<file path="src/rtl/anc_pkg.sv">
package anc_pkg;

    localparam int LINE_W    = 10;
    localparam int LEN_W     = 8;
    localparam int FMT_W     = 3;
    localparam int WORD_W    = 10;
    localparam int BYTE_W    = 8;
    localparam int HIDX_W    = 3;
    localparam int POS_W     = 2;
    localparam int LATE_LINE = 24;

    localparam logic [WORD_W-1:0] FLAG_LO  = 10'h000;
    localparam logic [WORD_W-1:0] FLAG_HI  = 10'h3FF;
    localparam logic [WORD_W-1:0] RAW_MARK = 10'h180;

    localparam logic [HIDX_W-1:0] HDR_LAST_SLICED = 3'd7;
    localparam logic [HIDX_W-1:0] HDR_LAST_RAW    = 3'd3;

    typedef enum logic [2:0] {
        ST_IDLE,
        ST_HDR,
        ST_DATA,
        ST_CSUM,
        ST_FILL
    } anc_state_e;

    typedef struct packed {
        logic              raw;
        logic              field2;
        logic [LINE_W-1:0] line;
        logic [FMT_W-1:0]  fmt;
        logic              match1;
        logic              match2;
        logic              err;
        logic [LEN_W-1:0]  len;
    } anc_desc_t;

    // place a byte on the upper eight lanes of a word
    function automatic logic [WORD_W-1:0] byte_word(input logic [BYTE_W-1:0] b);
        return {b, 2'b00};
    endfunction

    // identifier chosen by field and line region
    function automatic logic [BYTE_W-1:0] did_code(input logic field2, input logic late);
        logic [BYTE_W-1:0] r;
        case ({field2, late})
            2'b00:   r = 8'h91;
            2'b01:   r = 8'h53;
            2'b10:   r = 8'h55;
            default: r = 8'h97;
        endcase
        return r;
    endfunction

    // words of four bytes needed for data plus checksum
    function automatic logic [BYTE_W-1:0] word_count(input logic [LEN_W-1:0] len);
        logic [LEN_W+1:0] t;
        t = {2'b00, len} + 10'd4;
        return t[LEN_W+1:2];
    endfunction

    function automatic logic [BYTE_W-1:0] status_byte(input anc_desc_t d);
        return {3'b000, d.err, d.match1, d.match2, d.line[9:8]};
    endfunction

endpackage

</file>
<file path="src/rtl/anc_desc_reg.sv">
module anc_desc_reg
    import anc_pkg::*;
(
    input  logic      clk,
    input  logic      rst,
    input  logic      load,
    input  anc_desc_t d_in,
    output anc_desc_t d_q
);
    always_ff @(posedge clk) begin
        if (rst) begin
            d_q <= '0;
        end else if (load) begin
            d_q <= d_in;
        end
    end
endmodule

</file>
<file path="src/rtl/anc_seq.sv">
module anc_seq
    import anc_pkg::*;
(
    input  logic              clk,
    input  logic              rst,
    input  logic              desc_fire,
    input  logic              raw,
    input  logic [LEN_W-1:0]  len,
    input  logic              in_valid,
    output anc_state_e        state,
    output logic [HIDX_W-1:0] hidx,
    output logic              emit,
    output logic              data_fire,
    output logic              desc_ready,
    output logic              in_ready
);
    anc_state_e        st_q, st_d;
    logic [HIDX_W-1:0] hidx_q;
    logic [LEN_W-1:0]  dcnt_q;
    logic [POS_W-1:0]  pos_q;
    logic              hdr_last;
    logic              data_last;
    logic              pos_wrap;

    assign state      = st_q;
    assign hidx       = hidx_q;
    assign desc_ready = (st_q == ST_IDLE);
    assign in_ready   = (st_q == ST_DATA);
    assign data_fire  = in_ready && in_valid;
    assign hdr_last   = raw ? (hidx_q == HDR_LAST_RAW) : (hidx_q == HDR_LAST_SLICED);
    assign data_last  = (dcnt_q == (len - 8'd1));
    assign pos_wrap   = (pos_q == 2'd3);

    always_comb begin
        case (st_q)
            ST_HDR, ST_CSUM, ST_FILL: emit = 1'b1;
            ST_DATA:                  emit = in_valid;
            default:                  emit = 1'b0;
        endcase
    end

    always_comb begin
        st_d = st_q;
        case (st_q)
            ST_IDLE: if (desc_fire) st_d = ST_HDR;
            ST_HDR: begin
                if (hdr_last) begin
                    if (len != '0) st_d = ST_DATA;
                    else           st_d = raw ? ST_IDLE : ST_CSUM;
                end
            end
            ST_DATA: begin
                if (in_valid && data_last) st_d = raw ? ST_IDLE : ST_CSUM;
            end
            ST_CSUM: st_d = pos_wrap ? ST_IDLE : ST_FILL;
            ST_FILL: if (pos_wrap) st_d = ST_IDLE;
            default: st_d = ST_IDLE;
        endcase
    end

    always_ff @(posedge clk) begin
        if (rst) begin
            st_q   <= ST_IDLE;
            hidx_q <= '0;
            dcnt_q <= '0;
            pos_q  <= '0;
        end else begin
            st_q <= st_d;
            if (desc_fire) begin
                hidx_q <= '0;
                dcnt_q <= '0;
                pos_q  <= '0;
            end else begin
                if (st_q == ST_HDR) hidx_q <= hidx_q + 3'd1;
                if (data_fire)      dcnt_q <= dcnt_q + 8'd1;
                if (emit)           pos_q  <= pos_q + 2'd1;
            end
        end
    end
endmodule

</file>
<file path="src/rtl/anc_hdr_gen.sv">
module anc_hdr_gen
    import anc_pkg::*;
(
    input  anc_desc_t          desc,
    input  logic [HIDX_W-1:0]  hidx,
    output logic [WORD_W-1:0]  word
);
    logic late;
    assign late = (desc.line >= LINE_W'(LATE_LINE));

    always_comb begin
        case (hidx)
            3'd0:    word = FLAG_LO;
            3'd1:    word = FLAG_HI;
            3'd2:    word = FLAG_HI;
            3'd3:    word = desc.raw ? RAW_MARK : byte_word(did_code(desc.field2, late));
            3'd4:    word = byte_word({5'b00000, desc.fmt});
            3'd5:    word = byte_word(word_count(desc.len));
            3'd6:    word = byte_word(desc.line[7:0]);
            default: word = byte_word(status_byte(desc));
        endcase
    end
endmodule

</file>
<file path="src/rtl/anc_csum.sv">
module anc_csum
    import anc_pkg::*;
(
    input  logic              clk,
    input  logic              rst,
    input  logic              clear,
    input  logic              add,
    input  logic [BYTE_W-1:0] data,
    output logic [BYTE_W-1:0] sum
);
    always_ff @(posedge clk) begin
        if (rst || clear) begin
            sum <= '0;
        end else if (add) begin
            sum <= sum + data;
        end
    end
endmodule

</file>
<file path="src/rtl/anc_vbi_fmt.sv">
module anc_vbi_fmt
    import anc_pkg::*;
(
    input  logic        clk,
    input  logic        rst,
    input  logic        desc_valid,
    output logic        desc_ready,
    input  logic        desc_raw,
    input  logic        desc_field,
    input  logic [9:0]  desc_line,
    input  logic [2:0]  desc_fmt,
    input  logic        desc_match1,
    input  logic        desc_match2,
    input  logic        desc_err,
    input  logic [7:0]  desc_len,
    input  logic        in_valid,
    output logic        in_ready,
    input  logic [9:0]  in_data,
    output logic        out_valid,
    output logic [9:0]  out_word
);
    anc_desc_t         desc_in, desc_q;
    anc_state_e        state;
    logic [HIDX_W-1:0] hidx;
    logic              emit, data_fire, desc_fire;
    logic [BYTE_W-1:0] csum;
    logic [WORD_W-1:0] hdr_word, word_d;

    assign desc_fire = desc_valid && desc_ready;

    always_comb begin
        desc_in.raw    = desc_raw;
        desc_in.field2 = desc_field;
        desc_in.line   = desc_line;
        desc_in.fmt    = desc_fmt;
        desc_in.match1 = desc_match1;
        desc_in.match2 = desc_match2;
        desc_in.err    = desc_err;
        desc_in.len    = desc_len;
    end

    anc_desc_reg u_desc (
        .clk  (clk),
        .rst  (rst),
        .load (desc_fire),
        .d_in (desc_in),
        .d_q  (desc_q)
    );

    anc_seq u_seq (
        .clk        (clk),
        .rst        (rst),
        .desc_fire  (desc_fire),
        .raw        (desc_q.raw),
        .len        (desc_q.len),
        .in_valid   (in_valid),
        .state      (state),
        .hidx       (hidx),
        .emit       (emit),
        .data_fire  (data_fire),
        .desc_ready (desc_ready),
        .in_ready   (in_ready)
    );

    anc_hdr_gen u_hdr (
        .desc (desc_q),
        .hidx (hidx),
        .word (hdr_word)
    );

    anc_csum u_csum (
        .clk   (clk),
        .rst   (rst),
        .clear (desc_fire),
        .add   (data_fire),
        .data  (in_data[7:0]),
        .sum   (csum)
    );

    always_comb begin
        case (state)
            ST_HDR:  word_d = hdr_word;
            ST_DATA: word_d = desc_q.raw ? in_data : byte_word(in_data[7:0]);
            ST_CSUM: word_d = byte_word(csum);
            default: word_d = FLAG_LO;
        endcase
    end

    always_ff @(posedge clk) begin
        if (rst) begin
            out_valid <= 1'b0;
            out_word  <= '0;
        end else begin
            out_valid <= emit;
            out_word  <= emit ? word_d : '0;
        end
    end
endmodule

</file>
<file path="config.mk">
export PLATFORM = sky130hd
export DESIGN_NAME = anc_vbi_fmt
export DESIGN_NICKNAME = d
export VERILOG_FILES = /design/src/rtl/anc_pkg.sv /design/src/rtl/anc_desc_reg.sv /design/src/rtl/anc_seq.sv /design/src/rtl/anc_hdr_gen.sv /design/src/rtl/anc_csum.sv /design/src/rtl/anc_vbi_fmt.sv
export SDC_FILE = /design/constraint.sdc
export NUM_CORES = 1
export LEC_CHECK = 0
export BUFFER_PORTS_ARGS = -buffer_cell sky130_fd_sc_hd__buf_2
export CORE_MARGIN = 2
export CORE_UTILIZATION = 25
export DETAILED_ROUTE_END_ITERATION = 10
export MAX_ROUTING_LAYER = met4
export PLACE_DENSITY = 0.46
export SLEW_MARGIN = 10
export SYNTH_ARGS = -nofsm -noshare
export SYNTH_HDL_FRONTEND = slang
export SYNTH_SLANG_ARGS = --single-unit
</file>
<file path="constraint.sdc">
create_clock -name clk -period 2.6 [get_ports clk]
set_input_delay 0.13 -clock clk [delete_from_list [all_inputs] [get_ports clk]]
set_output_delay 0.13 -clock clk [all_outputs]
set_load 0.1 [all_outputs]
</file>
After elaboration in Yosys (flattened, before gate mapping). Cells that the tools add are included.

Register bits: 61. Output and inout port bits: 13. Word-level logic and storage cells: 70.

Add/sub/neg operators: 6. Order comparisons: 1. Equal/unequal tests: 19. Mux-type cells: 15. Bitwise operators: 1. Reduce and logical (&&, ||, !) cells: 13.

Operator list (count): one-hot mux 10 bit (6 select lines) (1); one-hot mux 10 bit (3 select lines) (1); one-hot mux 8 bit (3 select lines) (1); two-way mux 10 bit (2); two-way mux 3 bit (6); equality test 3 bit (second input constant) (5); one-hot mux 3 bit (5 select lines) (1); equality test 3 x 2 -> 1 bit (second input constant) (4); greater-or-equal comparator 10 x 5 -> 1 bit (second input constant) (1); adder 8 x 3 -> 9 bit (second input constant) (1); adder 8 x 1 -> 8 bit (second input constant) (1); adder 8 bit (1); equality test 8 bit (1); nonzero test 8 bit (1); subtractor 8 x 1 -> 8 bit (second input constant) (1); equality test 3 x 1 -> 1 bit (second input constant) (2); zero test 3 bit (2); != test 2 x 1 -> 1 bit (second input constant) (3); OR reduction 2 bit (3); equality test 2 bit (second input constant) (2); AND reduction 4 bit (1); adder 3 x 1 -> 3 bit (second input constant) (1); logical AND 1 bit (3); OR reduction 3 bit (1); other kinds (9) (9).

Logic depth before layout (Yosys ltp). Gate-level depths: netlist of the first run.

Depth in word-level cells: 6. Depth in mapped cells: 9. Gate-level depth less buffers: 9.

Modules after synthesis. Synthesis of the first run repeated with hierarchy kept, for this count alone.

Cell total of the unflattened synthesis: 415. Area total of the unflattened synthesis: 3682.3 um2.

Modules (own cells, without submodules): anc_seq (times used 1, cells each 136, area each 1099.8 um2, sequential area each 320.3 um2); anc_desc_reg (times used 1, cells each 84, area each 943.4 um2, sequential area each 520.5 um2); anc_vbi_fmt (times used 1, cells each 59, area each 599.3 um2, sequential area each 220.2 um2); anc_csum (times used 1, cells each 69, area each 590.6 um2, sequential area each 160.2 um2); anc_hdr_gen (times used 1, cells each 67, area each 449.2 um2, sequential area each 0.0 um2).

Least setup slack after synthesis of the first run. OpenSTA, ideal clock, no wires.

Path kind: register to output. From: reg u_seq.st_q[0] (netlist: u_seq.state[0]). To: out desc_ready. Data arrival time: 2.532 ns. Data required time: 2.470 ns. Path slack: -0.062 ns. Stages on the path, launching flop included: 3. Buffers on the path: 1. Cell sequence: dfxtp_1 -> clkbuf_1 -> nor3_1.

Word-level cells in the longest chain between the ends: 1.

RTL lines: start, declared (line anc_seq.sv:17) `anc_state_e st_q, st_d;`; start signal, assigned (line anc_seq.sv:68) `st_q <= st_d;`; zero test 3 bit (line anc_seq.sv:27) `assign desc_ready = (st_q == ST_IDLE);`; end, declared (line anc_vbi_fmt.sv:7) `output logic desc_ready,`.

Every way passes these cells.

Worst setup path after layout of the first run.
From: reg u_desc.d_q[2] (netlist bit). To: reg u_seq.st_q[1] (netlist: u_seq.state[1]).

Word-level cells in the longest chain between the ends: 5. Elaborated cells on any way between the ends: 9. Those cells by class: add/sub: 1; eq/ne: 2; mux: 3; reduce/logical: 3.

RTL lines: start, declared (line anc_desc_reg.sv:8) `output anc_desc_t d_q`; start signal, assigned (line anc_desc_reg.sv:14) `d_q <= d_in;`; subtractor 8 x 1 -> 8 bit (line anc_seq.sv:31) `assign data_last = (dcnt_q == (len - 8'd1));`; equality test 8 bit (line anc_seq.sv:31); logical AND 1 bit (line anc_seq.sv:53) `if (in_valid && data_last) st_d = raw ? ST_IDLE : ST_CSUM;`; != test 2 bit (no line); AND reduction 4 bit (no line).

Parallel ways exist; a longest one is shown, timed or not. The select of a mux whose other input is x is not followed. A chain may end at the register's enable or synchronous reset.

==> results of run 1 <==
-- cells by family (layout without fill, tap and decap cells) --
family	count (synthesis)	count (layout)	synth area share [%]
xor gates and xnor gates	28	28	7.22
adders and majority gates	23	23	8.70
DFF	61	61	36.0
muxes	8	8	2.62
buffers and inverters	43	89	5.20
AOI/OAI and AO/OA	101	101	18.8
and+or+nand+nor	162	162	21.5
-- cells in the mapped netlist, types with 3 or more instances --
master | instances | area [µm²]
a21oi_1 | 45 | 225
nor2_1 | 35 | 131
xnor2_1 | 15 | 131
o31ai_1 | 3 | 22.5
o21ai_0 | 16 | 80.1
nand4_1 | 7 | 43.8
mux2_2 | 7 | 78.8
a31oi_1 | 5 | 31.3
inv_1 | 16 | 60.1
ha_1 | 22 | 275
xor2_1 | 13 | 114
and2_1 | 5 | 31.3
nor4_1 | 3 | 18.8
a222oi_1 | 6 | 60.1
a221oi_1 | 6 | 52.6
buf_2 | 3 | 15.0
nor3_1 | 3 | 15.0
nand2_1 | 80 | 300
nand3_1 | 8 | 40.0
dfxtp_1 | 61 | 1220
a211oi_1 | 4 | 30.0
clkbuf_1 | 21 | 78.8
nor2b_1 | 6 | 37.5
nand2b_1 | 4 | 25.0
-- layer usage --
layer | vias up | wire (µm) | global-route usage, %
met2 | 74 | 4020 | 20.1
met4 | 0 | 93 | 4.07
li1 | 1565 | - | -
met1 | 1403 | 4810 | 19.0
met3 | 6 | 520 | 4.43
met5 | - | 0 | -
-- state kept, by name, indices dropped and copies added (netlist names) --
signal,flops
out_valid,1
out_word,10
u_csum.sum,8
u_desc.d_q,26
u_seq.dcnt_q,8
u_seq.hidx,3
u_seq.pos_q,2
u_seq.state,3
-- through the flow --
| step | hold slack [ps] | cell area [µm²] |
|---|---|---|
| after floorplan | 266 | 3400 |
| final | 42.4 | 4100 |
| after CTS | 30.1 | 4100 |
| after detailed placement | 377 | 3820 |
| after global placement | 378 | 3820 |
| after global routing | 31.1 | 4100 |
-- final cells by class --
cell class              count  share of cell area [%]
repair buffers             59                    7.62
inverters                  16                    1.46
well taps                 176                    5.37
flip-flops and latches     61                    29.8
clock buffers              13                    6.83
clock inverters             1                   0.122
multi-input cells         322                    48.8
-- where the power goes --
| part | total, mW | internal (mW) | switching [mW] |
|---|---|---|---|
| combinational | 1.34 | 0.456 | 0.887 |
| sequential | 1.22 | 1.06 | 0.158 |
| clock | 1.13 | 0.735 | 0.398 |
| total | 3.70 | 2.26 | 1.44 |
-- worst reg2reg max path, cell delays in order, from the launching register on --
cell	delay, ps
dfxtp_1	460
inv_1	120
ha_1	230
inv_1	50
o21ai_0	140
or4_1	490
a2111o_1	440
o21ai_2	160
a211oi_1	80
-- how the worst max path moves through the flow --
stage,start,cells past startpoint,endpoint,slack [ps]
after floorplan,u_seq.state[0],5,out_word[2],380
after global routing,u_desc.d_q[2],8,u_seq.state[1],170
after CTS,u_desc.d_q[2],8,u_seq.state[1],290
after detailed placement,u_desc.d_q[2],8,u_seq.state[1],300
final,u_desc.d_q[2],8,u_seq.state[1],310
after global placement,u_desc.d_q[2],8,u_seq.state[1],360
-- placed cells by master (no fill, tap or decap), types with 4 or more instances in the layout --
master | synthesis | layout
buf_4 | 1 | 7
a31oi_1 | 5 | 5
nor2_1 | 35 | 35
nand2b_1 | 4 | 4
xnor2_1 | 15 | 15
o21ai_0 | 16 | 16
ha_1 | 22 | 22
xor2_1 | 13 | 13
a222oi_1 | 6 | 6
a211oi_1 | 4 | 4
and2_1 | 5 | 5
inv_1 | 16 | 16
nand4_1 | 7 | 7
mux2_2 | 7 | 7
clkbuf_8 | 0 | 4
nor2b_1 | 6 | 6
buf_2 | 3 | 52
nand2_1 | 80 | 80
clkbuf_16 | 0 | 9
dfxtp_1 | 61 | 61
nand3_1 | 8 | 8
a21oi_1 | 45 | 45
a221oi_1 | 6 | 6
==> flow_summary.toml, run 1 <==
[status]
outcome = "finished, final reports clean"

[worst_setup_path]
reg2reg_slack_ps = 310
path_class = "reg2reg"
crit_top_cell = "inv_1"
required_ps = 2800
start_kind = "flip-flop"
worstRegToRegCells = 8
critPathMaxFanout = 7
cpPeakStageDelay_ps = 490
crit_buf_inv = 2
reg2reg_to = "u_seq.state[1]"
cp_slowest_cell = "or4_1"
path_delay_family = "compound AO/OA/AOI/OAI gates"
rr_startpoint = "u_desc.d_q[2]"
cp_cell_sequence = "inv_1, ha_1, inv_1, o21ai_0, or4_1, a2111o_1, o21ai_2, a211oi_1"
cp-end-kind = "flip-flop"
cp.arrival_ps = 2490

[floorplan]
die_w_um = 121
fp-row-count = 42
die_h_um = 121
start_util_pct = 25.6
core_um2 = 13200
die_area_um2 = 14500
io_pins = 53

[logic_synthesis]
ys_types = 51
synth_fp_nets = 489
synth-edff-count = 0
ys_ff_latch = 61
syn_inst = 426
async_flop_share_pct = 0
synth_area_um2 = 3400
synth_seq_area_share_pct = 36.0
synth-main-ff-cell = "dfxtp_1"
syn_avg_cell_area_um2 = 7.97
yosys_warnings = 0

[power]
p_leak_nw = 1.62
power.total_mw = 3.70
powerDensity_nw_per_um2 = 902
ir_drop_v = 0.000361

[drt]
drt_iter0_drc = 209
final_antenna_net_count = 0
drt_first_pass_iters = 4
wl_per_cell_um = 14.6
vias = 3048
wirelength_um = 9440
via_per_inst = 4.70
drc = 0

[clock_tree]
cts_max_level = 3
ctsHoldBuffers = 0
postCtsSetupBuffers = 0
root_buffer = "clkbuf_16"
clock_sinks = 61
clk_pin_slew_worst_paths_ps = 50
clkLatencyLatePin_ps = 330
numCtsBuffers = 9
post_cts_resized = 0
cts_buffer_depth = 2
cts_tree = "done"

[global_route]
grt_max_degree = 30
gr-total-overflow = 0
track_usage_pct = 14.0
antenna_found_initial = 0
grt_pass1_wl_um = 15400
grt_pass1_vias = 3026

[worst_hold_path]
min_path_cells = 3
hold_start = "desc_len[5]"
hold_path_end = "u_desc.d_q[5]"
min_path_type = "in2reg"

[cells_and_area]
fill_cells = 1444
final_core_util_pct = 31.0
syn2layout_area_growth_pct = 20.8
drive_gt1_share_pct = 18.4
antenna_cells = 0
multi_input_area_um2 = 2000
layout.nets = 532
seq_area_um2 = 1220
layout.cells.non_filler = 648

[sta]
fin_crit_ps = 2290
setup_viol = 0
finalSetupTns_ps = 0
max-slew-margin-rel_pct = 60.0
setup_ws_ps = 305
hold_viol = 0
worst_slew_pin_slew_ps = 599
clock.fmax_mhz = 436
skew_ps = 9.65
report.final.slew_viol_count = 0
rsz0062_at_grt = "no"
fin_crit_sh_pct = 88.3

[placed_design]
port_buffers = 52
dp_hpwl_um = 6980
dp.cells = 634
pre_cts_ws_ps = 303
gp_congestion = 0.802

[flow_run]
drv_cap = 0
Power figures use the tool's default switching activity.
==> inputs of run 2 (changes only) <==
--- a/config.mk
+++ b/config.mk
@@ -5,12 +5,13 @@
 export SDC_FILE = /design/constraint.sdc
 export NUM_CORES = 1
 export LEC_CHECK = 0
+export ABC_AREA = 1
 export BUFFER_PORTS_ARGS = -buffer_cell sky130_fd_sc_hd__buf_2
 export CORE_MARGIN = 2
 export CORE_UTILIZATION = 25
 export DETAILED_ROUTE_END_ITERATION = 10
 export MAX_ROUTING_LAYER = met4
-export PLACE_DENSITY = 0.46
+export PLACE_DENSITY = 0.45
 export SLEW_MARGIN = 10
 export SYNTH_ARGS = -nofsm -noshare
 export SYNTH_HDL_FRONTEND = slang
==> constraint.sdc (replaced) <==
create_clock -name clk -period 2.6 [get_ports clk]
set_input_delay 0.13 -clock clk [delete_from_list [all_inputs] [get_ports clk]]
set_output_delay 0.13 -clock clk [all_outputs]
set_load 0.05 [all_outputs]
==> run 2 against run 1 <==
Against the previous run:
- total power increased by 4.1%
- final cell count increased by 13%
- register-to-register slack improved by 340 ps
- wire length increased by 4.4%
- non-clock buffer count decreased by 4
- first-iteration DRC count decreased by 23%
==> flow_summary.toml, run 2 <==
[global_route]
gr-total-overflow = 0
grt_pass1_wl_um = 16200
antenna_found_initial = 0
grt_max_degree = 47
grt_pass1_vias = 3260
track_usage_pct = 14.5

[cells_and_area]
final_core_util_pct = 30.8
drive_gt1_share_pct = 15.3
reg_top3 = "u_desc.d_q x26, out_word x10"
antenna_cells = 0
largest_register_ffs = 26
final_cell_mix = "88 x nand2_1, 71 x inv_1, 62 x a21oi_1, 61 x dfxtp_1, 52 x buf_2"
final_area_um2 = 4250
final_common_cell = "nand2_1"
regMostFlops = "u_desc.d_q"
syn2layout_area_growth_pct = 21.2
layout.nets = 613

[sta]
max-slew-margin-rel_pct = 64.6
fin_crit_sh_pct = 75.3
report.final.slew_viol_count = 0
clock.fmax_mhz = 511
holdWs_ps = 61.7
skew_ps = 4.80
rsz0062_at_grt = "no"
hold_viol = 0
setup_ws_ps = 642
fin_crit_ps = 1960
finalSetupTns_ps = 0
setup_viol = 0
worst_slew_pin_slew_ps = 528

[logic_synthesis]
synth_area_leaders = "dfxtp_1 35%, nand2_1 9.4%, a21oi_1 8.9%, ha_1 7.9%, inv_1 7.6%"
synth_top_cell_by_area = "dfxtp_1"
synth_compound_area_share_pct = 19.8
synth_seq_area_share_pct = 34.9
yosys.cell_count.top_type = "nand2_1"
synthMuxAreaShare_pct = 0
async_flop_share_pct = 0
synth-simple-area-share_pct = 25.3
syn_inst = 496
synth.top_cell.area_share_pct = 34.9
synth_fa_ha_area_share_pct = 8.43
synth_area_um2 = 3500
ys_types = 40
synth-main-ff-cell = "dfxtp_1"
synth_xor_area_share_pct = 2.00
yosys_warnings = 0
synth_commonest_cells = "88 x nand2_1, 71 x inv_1, 62 x a21oi_1, 61 x dfxtp_1, 47 x nor2_1"
synth-edff-count = 0
ys_ff_latch = 61
syn_avg_cell_area_um2 = 7.06
synth_fp_nets = 559
synth_top_family_by_area = "simple AND/OR/NAND/NOR gates"

[floorplan]
fp-row-count = 43
io_pins = 53
die_h_um = 122
die_area_um2 = 15000
die_w_um = 122
start_util_pct = 25.4
core_um2 = 13800

[clock_tree]
root_buffer = "clkbuf_16"
cts_tree = "done"
cts_max_level = 3
cts_buffer_depth = 2
post_cts_resized = 0
clk_pin_slew_worst_paths_ps = 50
clock_sinks = 61
postCtsSetupBuffers = 0
ctsHoldBuffers = 0
numCtsBuffers = 9
clkLatencyLatePin_ps = 340

[placed_design]
postPlaceCellArea_um2 = 3960
port_buffers = 52
gp_congestion = 0.853
pre_cts_ws_ps = 665
dp_hpwl_um = 7650

[worst_setup_path]
worstRegToRegCells = 8
path_class = "reg2reg"
start_kind = "flip-flop"
cp-end-kind = "flip-flop"
cp.arrival_ps = 2170
required_ps = 2810
critPathMaxFanout = 5

[drt]
wirelength_um = 9850
final_antenna_net_count = 0
vias = 3338
wl_per_cell_um = 13.4
drt_iter0_drc = 161
drc = 0
drt_first_pass_iters = 4
via_per_inst = 4.54

[power]
ir_drop_v = 0.000316
p_leak_nw = 1.96
powerDensity_nw_per_um2 = 907

[worst_hold_path]
min_path_type = "in2reg"
min_path_cells = 3

[status]
outcome = "finished, final reports clean"

[flow_run]
drv_cap = 0
==> run 2: final cells by class <==
type / instances / area (µm²)
multi-input cells: 348 / 1940
inverters: 75 / 284
well taps: 180 / 225
fillers: 1581 / 9530
clock buffers: 16 / 292
repair buffers: 55 / 283
flip-flops and latches: 61 / 1220
==> run 2: path summary, 6_finish.rpt <==
| kind | startpoint | end | slack, ps |
|---|---|---|---|
| max | u_seq.hidx[0] | out_word[8] | 640 |
| min | desc_fmt[1] | u_desc.d_q[12] | 60 |
| max reg2reg | u_seq.hidx[0] | out_word[8] | 640 |
| min reg2reg | u_seq.pos_q[0] | u_seq.pos_q[0] | 460 |
==> run 2: cells by family (layout without fill, tap and decap cells) <==
| group | count (synthesis) | count (layout) |
|---|---|---|
| and+or+nand+nor | 192 | 192 |
| AOI/OAI and AO/OA | 125 | 125 |
| buffers and inverters | 87 | 146 |
| DFF | 61 | 61 |
| adders and majority gates | 23 | 23 |
| xor gates and xnor gates | 8 | 8 |
==> run 2: per-stage QoR <==
stage	power [mW]	cells
6_report	3.85	735
5_1_grt	4.16	735
4_1_cts	3.89	735
3_5_place_dp	2.70	719
3_3_place_gp	2.70	719
2_1_floorplan	2.33	496
==> run 2: critical path, stage by stage (launching register included) <==
cell,delay [ps]
dfxtp_1,380
inv_1,100
ha_1,240
nor2_1,230
nor2_1,130
a21oi_1,190
nand3_1,150
a221oi_1,310
nor2_1,90
==> run 2: layer usage <==
layer  wire [µm]  share of wire, %  GRT usage [%]  vias to the layer above
met4         172               1.7           4.24                        0
li1            -                 -              -                     1751
met5           0                 0              -                        -
met2        4230                43           21.5                       60
met1        4980                51           19.0                     1515
met3         470               4.8           4.23                       12
==> run 2: power breakdown <==
| part | internal [mW] | switching [mW] |
|---|---|---|
| clock | 0.750 | 0.413 |
| sequential | 1.10 | 0.133 |
| combinational | 0.452 | 1.00 |
